===== src/rtl/gpio_rb_pkg.sv =====
// Package gpio_rb_pkg
// Shared address map for the readback GPIO port. The encodings are fixed
// because software and the bench rely on them.
package gpio_rb_pkg;
    localparam int ADDR_W = 2;

    typedef enum logic [ADDR_W-1:0] {
        ADDR_VALUE = 2'd0,
        ADDR_DIR   = 2'd1,
        ADDR_PINS  = 2'd2,
        ADDR_SPARE = 2'd3
    } gpio_addr_e;
endpackage


===== src/rtl/gpio_pin_sync.sv =====
// Module gpio_pin_sync
// Multi-flop synchronizer that brings asynchronous pad levels into the bus
// clock domain. Assumes each bit is independent: no cross-bit coherence is
// promised. All stages clear on synchronous active-low reset.
module gpio_pin_sync #(
    parameter int WIDTH  = 8,
    parameter int STAGES = 2
) (
    input  logic             clk,
    input  logic             rst_n,
    input  logic [WIDTH-1:0] async_i,
    output logic [WIDTH-1:0] sync_o
);
    localparam int AGE_W = $clog2(STAGES + 1);

    logic [WIDTH-1:0] chain [STAGES];

    genvar g;
    generate
        for (g = 0; g < STAGES; g++) begin : g_stage
            if (g == 0) begin : g_first
                // Capture the raw pad levels in the first stage.
                always_ff @(posedge clk) begin
                    if (!rst_n) chain[0] <= '0;
                    else        chain[0] <= async_i;
                end
            end else begin : g_next
                // Shift the levels one stage further along the chain.
                always_ff @(posedge clk) begin
                    if (!rst_n) chain[g] <= '0;
                    else        chain[g] <= chain[g-1];
                end
            end
        end
    endgenerate

    assign sync_o = chain[STAGES-1];

    // Count edges since reset release, saturating once the chain is full.
    logic [AGE_W-1:0] age_q;
    always_ff @(posedge clk) begin
        if (!rst_n)                          age_q <= '0;
        else if (age_q != AGE_W'(STAGES))    age_q <= age_q + 1'b1;
    end


    sync_latency_chk: assert property (@(posedge clk) disable iff (!rst_n)
        (age_q == AGE_W'(STAGES)) |-> (sync_o == $past(async_i, STAGES)));
endmodule


===== src/rtl/gpio_regs.sv =====
// Module gpio_regs
// Holds the output-value and direction registers and decodes bus writes.
// Assumes one write per cycle. Writes to the input view and the spare
// address are dropped.
module gpio_regs
    import gpio_rb_pkg::*;
#(
    parameter int WIDTH = 8
) (
    input  logic              clk,
    input  logic              rst_n,
    input  logic [ADDR_W-1:0] addr_i,
    input  logic              wr_en_i,
    input  logic [WIDTH-1:0]  wr_data_i,
    output logic [WIDTH-1:0]  value_o,
    output logic [WIDTH-1:0]  dir_o
);
    logic [WIDTH-1:0] value_q;
    logic [WIDTH-1:0] dir_q;
    logic             hit_value;
    logic             hit_dir;

    // Decode which writable register, if any, the current write targets.
    always_comb begin
        hit_value = wr_en_i && (addr_i == ADDR_VALUE);
        hit_dir   = wr_en_i && (addr_i == ADDR_DIR);
    end

    // Update the output-value register on a matching write.
    always_ff @(posedge clk) begin
        if (!rst_n)         value_q <= '0;
        else if (hit_value) value_q <= wr_data_i;
    end

    // Update the direction register on a matching write.
    always_ff @(posedge clk) begin
        if (!rst_n)       dir_q <= '0;
        else if (hit_dir) dir_q <= wr_data_i;
    end

    assign value_o = value_q;
    assign dir_o   = dir_q;


    value_write_chk: assert property (@(posedge clk) disable iff (!rst_n)
        (wr_en_i && addr_i == ADDR_VALUE) |=> (value_q == $past(wr_data_i)));


    ro_write_ignored_chk: assert property (@(posedge clk) disable iff (!rst_n)
        (wr_en_i && (addr_i == ADDR_PINS || addr_i == ADDR_SPARE))
        |=> ($stable(value_q) && $stable(dir_q)));
endmodule


===== src/rtl/gpio_pad_mux.sv =====
// Module gpio_pad_mux
// Per-pin selection of drive value and drive enable between the port
// registers and the peripheral channel of the same index. Purely
// combinational; assumes the claim bits are already stable in the bus domain.
module gpio_pad_mux #(
    parameter int WIDTH = 8
) (
    input  logic [WIDTH-1:0] claim_i,
    input  logic [WIDTH-1:0] port_val_i,
    input  logic [WIDTH-1:0] port_dir_i,
    input  logic [WIDTH-1:0] per_val_i,
    input  logic [WIDTH-1:0] per_oe_i,
    output logic [WIDTH-1:0] pad_val_o,
    output logic [WIDTH-1:0] pad_oe_o
);
    genvar b;
    generate
        for (b = 0; b < WIDTH; b++) begin : g_pin
            // Route this pin's drive from the peripheral when it is claimed.
            always_comb begin
                if (claim_i[b]) begin
                    pad_val_o[b] = per_val_i[b];
                    pad_oe_o[b]  = per_oe_i[b];
                end else begin
                    pad_val_o[b] = port_val_i[b];
                    pad_oe_o[b]  = port_dir_i[b];
                end
            end
        end
    endgenerate
endmodule


===== src/rtl/gpio_read_mux.sv =====
// Module gpio_read_mux
// Selects the read source for the current address and registers it, so read
// data is valid one cycle after the address. The value address merges the
// latch and the pin levels per bit according to direction.
module gpio_read_mux
    import gpio_rb_pkg::*;
#(
    parameter int WIDTH = 8
) (
    input  logic              clk,
    input  logic              rst_n,
    input  logic [ADDR_W-1:0] addr_i,
    input  logic [WIDTH-1:0]  value_i,
    input  logic [WIDTH-1:0]  dir_i,
    input  logic [WIDTH-1:0]  pins_i,
    output logic [WIDTH-1:0]  rd_data_o
);
    logic [WIDTH-1:0] merged;
    logic [WIDTH-1:0] rd_next;
    logic [WIDTH-1:0] rd_q;

    // Per bit, take the latch for outputs and the pin for inputs.
    always_comb begin
        merged = (value_i & dir_i) | (pins_i & ~dir_i);
    end

    // Pick the read source for the presented address.
    always_comb begin
        unique case (addr_i)
            ADDR_VALUE: rd_next = merged;
            ADDR_DIR:   rd_next = dir_i;
            ADDR_PINS:  rd_next = pins_i;
            default:    rd_next = '0;
        endcase
    end

    // Register the read data; clear it while in reset.
    always_ff @(posedge clk) begin
        if (!rst_n) rd_q <= '0;
        else        rd_q <= rd_next;
    end

    assign rd_data_o = rd_q;


    pin_view_read_chk: assert property (@(posedge clk) disable iff (!rst_n)
        (addr_i == ADDR_PINS) |=> (rd_q == $past(pins_i)));


    value_view_read_chk: assert property (@(posedge clk) disable iff (!rst_n)
        (addr_i == ADDR_VALUE) |=>
        (rd_q == (($past(value_i) & $past(dir_i)) | ($past(pins_i) & ~$past(dir_i)))));


    spare_read_zero_chk: assert property (@(posedge clk) disable iff (!rst_n)
        (addr_i == ADDR_SPARE) |=> (rd_q == '0));
endmodule


===== src/rtl/gpio_readback_port.sv =====
// Module gpio_readback_port
// Eight-pin GPIO port: registers, pin synchronizer, pad mux toward a
// peripheral channel, and registered readback. Assumes a single bus clock and
// synchronous active-low reset; pad electronics are outside.
module gpio_readback_port
    import gpio_rb_pkg::*;
#(
    parameter int WIDTH       = 8,
    parameter int SYNC_STAGES = 2
) (
    input  logic              clk,
    input  logic              rst_n,
    input  logic [ADDR_W-1:0] addr,
    input  logic              wr_en,
    input  logic [WIDTH-1:0]  wr_data,
    output logic [WIDTH-1:0]  rd_data,
    input  logic [WIDTH-1:0]  pin_in,
    output logic [WIDTH-1:0]  pin_out,
    output logic [WIDTH-1:0]  pin_oe,
    input  logic [WIDTH-1:0]  alt_en,
    input  logic [WIDTH-1:0]  alt_out,
    input  logic [WIDTH-1:0]  alt_oe,
    output logic [WIDTH-1:0]  alt_in
);
    logic [WIDTH-1:0] pins_sync;
    logic [WIDTH-1:0] value_reg;
    logic [WIDTH-1:0] dir_reg;

    gpio_pin_sync #(.WIDTH(WIDTH), .STAGES(SYNC_STAGES)) u_sync (
        .clk     (clk),
        .rst_n   (rst_n),
        .async_i (pin_in),
        .sync_o  (pins_sync)
    );

    gpio_regs #(.WIDTH(WIDTH)) u_regs (
        .clk       (clk),
        .rst_n     (rst_n),
        .addr_i    (addr),
        .wr_en_i   (wr_en),
        .wr_data_i (wr_data),
        .value_o   (value_reg),
        .dir_o     (dir_reg)
    );

    gpio_pad_mux #(.WIDTH(WIDTH)) u_pad (
        .claim_i    (alt_en),
        .port_val_i (value_reg),
        .port_dir_i (dir_reg),
        .per_val_i  (alt_out),
        .per_oe_i   (alt_oe),
        .pad_val_o  (pin_out),
        .pad_oe_o   (pin_oe)
    );

    gpio_read_mux #(.WIDTH(WIDTH)) u_read (
        .clk       (clk),
        .rst_n     (rst_n),
        .addr_i    (addr),
        .value_i   (value_reg),
        .dir_i     (dir_reg),
        .pins_i    (pins_sync),
        .rd_data_o (rd_data)
    );

    assign alt_in = pins_sync;


    reset_drive_off_chk: assert property (@(posedge clk) disable iff (!rst_n)
        ($rose(rst_n)) |-> ((pin_oe & ~alt_en) == '0));


    unclaimed_dir_follow_chk: assert property (@(posedge clk) disable iff (!rst_n)
        (wr_en && addr == ADDR_DIR && alt_en == '0 && $stable(alt_en))
        |=> (pin_oe == $past(wr_data)));
endmodule


===== config.mk =====
export PLATFORM = sky130hd
export DESIGN_NAME = gpio_readback_port
export DESIGN_NICKNAME = d
export VERILOG_FILES = /design/src/rtl/gpio_rb_pkg.sv /design/src/rtl/gpio_pin_sync.sv /design/src/rtl/gpio_regs.sv /design/src/rtl/gpio_pad_mux.sv /design/src/rtl/gpio_read_mux.sv /design/src/rtl/gpio_readback_port.sv
export SDC_FILE = /design/constraint.sdc
export NUM_CORES = 1
export LEC_CHECK = 0
export BUFFER_PORTS_ARGS = -buffer_cell sky130_fd_sc_hd__buf_4
export CAP_MARGIN = 20
export CORE_MARGIN = 1
export CORE_UTILIZATION = 45
export DETAILED_ROUTE_END_ITERATION = 16
export MAX_ROUTING_LAYER = met4
export PLACE_DENSITY = 0.78
export SETUP_SLACK_MARGIN = 0.02
export SLEW_MARGIN = 20
export SYNTH_ARGS = -nofsm -noshare
export SYNTH_HDL_FRONTEND = slang
export SYNTH_SLANG_ARGS = --single-unit
export TNS_END_PERCENT = 50

===== constraint.sdc =====
create_clock -name clk -period 1 [get_ports clk]
set_clock_uncertainty 0.05 [all_clocks]
set_input_delay 0.1 -clock clk [delete_from_list [all_inputs] [get_ports clk]]
set_output_delay 0.1 -clock clk [all_outputs]
set_load 0.05 [all_outputs]

# After elaboration in Yosys (flattened, before gate mapping)
# Memories as Yosys holds them, arrays and structs flattened.
# Index checks and enable logic that the tools add are counted.
[classes] eq_ne=2 mux=21 n_reduce_logical=3 bitwise=6
[op_table] operator="$pmux 8 s3" n=1
[op_table] operator="$mux 1" n=18
[op_table] operator="$and 8x8->8" n=2
[op_table] operator="$mux 8" n=2
[op_table] operator="$not 8->8" n=1
[op_table] operator="$or 8x8->8" n=1
[op_table] operator="$eq 2x1->1 const B" n=1
[op_table] operator="$eq 2x2->1 const B" n=1
[op_table] operator="$logic_and 1x1->1" n=2
[op_table] operator="$logic_not 2->1" n=1
[op_table] operator="$or 1x1->1" n=2
[word_totals] mem_bits_rw=16 elab_cells=36 reg_bits=24 output_inout_bits=32 input_bits=45 n_memories=1
[mem_list] name="u_sync.chain" words=2 word_bits=8 read_ports=2 rd_clocked_by_memory_dff=0 write_ports=2 line_no="gpio_pin_sync.sv:16" rtl="logic [WIDTH-1:0] chain [STAGES];"

# Depth between registers and ports, before layout
[logic_depth] depth_word=4 ltp_mapped=3 depth_no_buf=2

# Hierarchy
# Synthesis repeated with hierarchy kept, for this count alone.
[unflattened] hier_cells=154 hier_area_um2=1742.9
[by_module_without_submodules] mod="gpio_regs" area_each_um2=631.9 instances=1 cells_per_inst=62
[by_module_without_submodules] mod="gpio_pin_sync" area_each_um2=446.7 instances=1 cells_per_inst=33
[by_module_without_submodules] mod="gpio_read_mux" area_each_um2=431.7 instances=1 cells_per_inst=43
[by_module_without_submodules] mod="gpio_pad_mux" area_each_um2=232.7 instances=1 cells_per_inst=16

# Least setup slack after synthesis
# No wires, ideal clock.
[synth_path] path_type="register -> register" from="mem u_sync.chain[1][0]" to="reg u_read.rd_q[0], in the netlist u_read.rd_data_o[0]" required_ns=0.864 path_stages_with_launch=3 arrival_time_ns=0.883 setup_slack_ns=-0.018 path_buffers=0 period_less_slack_ns=1.018 cell_sequence="dfxtp_1 -> nand2b_1 -> a211oi_1"
[synth_lines] element="from (decl)" line_no="gpio_pin_sync.sv:16"
[synth_lines] element="to (signal assigned)" line_no="gpio_read_mux.sv:40" rtl="else rd_q <= rd_next;"
[synth_lines] element="to (decl)" line_no="gpio_read_mux.sv:20" rtl="logic [WIDTH-1:0] rd_q;"

# Final worst setup path
[layout_path] from="reg u_regs.value_q[6], in the netlist u_regs.value_o[6]" to="out pin_out[6]"
[layout_between] elab_chain_len=1
[layout_lines] element="from (decl)" line_no="gpio_regs.sv:18" rtl="logic [WIDTH-1:0] value_q;"
[layout_lines] element="from (signal assigned)" line_no="gpio_regs.sv:32" rtl="else if (hit_value) value_q <= wr_data_i;"
[layout_lines] element="$mux 1" line_no="gpio_pad_mux.sv:21" rtl="if (claim_i[b]) begin"
[layout_lines] element="to (decl)" line_no="gpio_readback_port.sv:18" rtl="output logic [WIDTH-1:0] pin_out,"
# No other way between the ends.

==> impl_metrics.env <==
export IMPL_run_status="finished, violations left"
export IMPL_failing_checks="negative setup slack"
export IMPL_dieWidth_um=62.1
export IMPL_finalSetupViolations=34
export IMPL_maxClockFrequency_mhz=770
export IMPL_p_leak_nw=1.34
export IMPL_pwr_density_cell_nw_per_um2=1220
export IMPL_avgSynthCellArea_um2=10.5
export IMPL_vdd_ir_drop_max_uv=1450
export IMPL_synth_sequential_area_ratio_pct=49.3
export IMPL_layout_cells_most_common="buf_4"
export IMPL_fin_crit_ns=1.30
export IMPL_regToRegStartpoint="u_regs.value_o[0]"
export IMPL_final_hold_violation_count=0
export IMPL_io_buffers=76
export IMPL_core_area_um2=3390
export IMPL_critPathRequiredTime_ns=0.85
export IMPL_setup_worst_path_start="u_regs.value_o[6]"
export IMPL_drt_antenna_violating_nets=0
export IMPL_timing_slew_headroom_pct=77.2
export IMPL_cp_end_kind="primary output"
export IMPL_top_level_ports=77
export IMPL_largest_net_degree_at_the_start_of_global_routing=17
export IMPL_syn_area_um2=1620
export IMPL_place_ws_ns=-0.0946
export IMPL_power_share_combinational_pct=25.7
export IMPL_cts_tree="yes"
export IMPL_crit_fanout=2
export IMPL_netSwitchingPower_mw=1.07
export IMPL_start_util_pct=47.9
export IMPL_timing_final_crit_share_pct=130
export IMPL_number_of_filler_cells_placed_in_the_layout=136
export IMPL_wire_length_of_the_first_global_routing_pass_mm=7.07
export IMPL_critPathArrivalTime_ns=1.15
export IMPL_final_setup_worst_slack_ns=-0.298
export IMPL_place_inst=276
export IMPL_path_clk_slew_ns=0.13
export IMPL_detail_route_first_pass_iterations=4
export IMPL_vias=1729
export IMPL_final_cell_count_without_fillers=321
export IMPL_worst_hold_startpoint="rst_n"
export IMPL_switching_share_pct=28.7
export IMPL_post_synth_num_cell_types=14
export IMPL_timing_reg2reg_setup_slack_ns=-0.11
export IMPL_synth_nets=200
export IMPL_gr_usage_all_layers_pct=27.3
export IMPL_power_report_internal_total_mw=2.65
export IMPL_grt_setup_unrepaired="yes"
export IMPL_tritoncts_num_buffers=5
export IMPL_grt_pass1_vias=1571
export IMPL_holdCritPathClass="input port to register"
export IMPL_fp_dieH_um=62.1
export IMPL_final_slew_viol_count=0
export IMPL_synthesis_instances=155
export IMPL_p_seq_share_pct=45.7
export IMPL_dr_first_iter_drc_count=100
export IMPL_placementRows=21
export IMPL_worst_slew_pin_slew_ns=0.342
export IMPL_synth_ff_latch_count=40
export IMPL_clock_tree_htree_level_count=2
export IMPL_clockRootBuffer="clkbuf_4"
export IMPL_drv_max_cap_violation_count=0
export IMPL_clockBufferDepth=2
export IMPL_per_cell_routed_wire_length_um=19.0
export IMPL_die_area_um2=3850
export IMPL_cts_num_sinks=40
export IMPL_flow_area_growth_from_synthesis_pct=86.8
export IMPL_post_route_drc_count=0
export IMPL_yosysWarningCount=0
export IMPL_layout_drive_gt1_share_pct=61.3
export IMPL_whs_ns=0.0208
export IMPL_routability_congestion_estimate=0.802
export IMPL_share_clk_of_total_power_pct=28.6
export IMPL_place_hpwl_mm=2.93
export IMPL_antenna_found_initial=1
export IMPL_criticalPathCategory="register to primary output"
export IMPL_layout_cells_most_common_list="buf_4 (69), dfxtp_2 (31), nand2_1 (24)"
export IMPL_critical_path_startpoint_type="register"
export IMPL_finalWirelength_mm=6.11
export IMPL_clock_latency_ns=0.35
export IMPL_finalNetCount=318
export IMPL_grt_ovfl_total=0
export IMPL_final_core_util_pct=89.5
export IMPL_vias_per_cell=5.39
==> what timing repair did <==
| action | CTS | global route |
|---|---|---|
| pin swaps | 0 | 6 |
| endpoints found under the hold margin | 25 | 0 |
| endpoints found under the setup margin | 33 | 40 |
| hold buffers | 17 | 0 |
| resized for setup | 78 | 21 |
| cloned | 0 | 0 |
| setup buffers | 16 | 4 |
==> cells in the mapped netlist <==
cell type	instances	area share (%)
or3b_1	1	0.54
nor4b_1	8	4.3
nand2b_1	16	6.2
buf_2	3	0.92
dfxtp_1	40	49
mux2i_1	16	9.9
clkbuf_1	4	0.92
a211oi_1	8	3.7
and3b_1	1	0.54
buf_6	1	0.69
inv_1	1	0.23
mux2_2	16	11
nand2_1	24	5.5
and2_1	16	6.2
==> flip-flops by register name (all words and copies together) (netlist names) <==
name,count
u_sync.chain,16
u_read.rd_data_o,8
u_regs.dir_o,8
u_regs.value_o,8
==> logic make-up after synthesis <==
| family | Yosys count | synth area share (%) |
|---|---|---|
| buffers and inverters | 9 | 2.77 |
| DFF | 40 | 49.3 |
| and+or+nand+nor | 66 | 23.3 |
| AOI/OAI and AO/OA | 8 | 3.70 |
| muxes | 32 | 21.0 |
==> critical path, cell delays in order (launching register included) <==
cell	delay (ns)
dfxtp_2	0.35
mux2_2	0.27
buf_6	0.16
==> per-stage QoR <==
stage | setup TNS [ns] | power, mW | instance area (um2)
after floorplan | -0.0721 | 2.13 | 1630
after global placement | -0.756 | 2.41 | 2280
after detailed placement | -1.25 | 2.43 | 2280
after CTS | -4.36 | 3.62 | 2890
after global routing | -5.86 | 3.83 | 3030
final | -5.05 | 3.72 | 3030
==> power by group through the flow <==
stage	clock network, mW	logic (mW)	registers [mW]
final	1.06	0.956	1.70
after floorplan	0	0.343	1.79
after global routing	1.14	0.990	1.70
after CTS	1.05	0.877	1.69
after detailed placement	0	0.705	1.73
after global placement	0	0.688	1.72
==> metal layers <==
layer  track usage, %  wire, um
met3             4.55       427
met1             26.4      2200
met5                -         0
met2             51.2      3230
met4             14.3       257
==> worst paths after layout <==
| kind | cells past startpoint | endpoint |
|---|---|---|
| max reg2reg | 4 | u_read.rd_data_o[0] |
| max | 2 | pin_out[6] |
| min | 3 | u_regs.value_o[6] |
| min reg2reg | 1 | u_sync.chain[1][3] |
==> layout make-up <==
type	count	area [um2]	area share (%)
Antenna cell	1	2.50	0.0825
Clock buffer	6	41.3	1.36
Clock inverter	2	35.0	1.15
Inverter	1	3.75	0.124
Multi-Input combinational cell	106	915	30.1
Sequential cell	40	843	27.8
Tap cell	46	57.6	1.90
Timing Repair Buffer	119	1140	37.4
(Power assumes the default switching activity.)
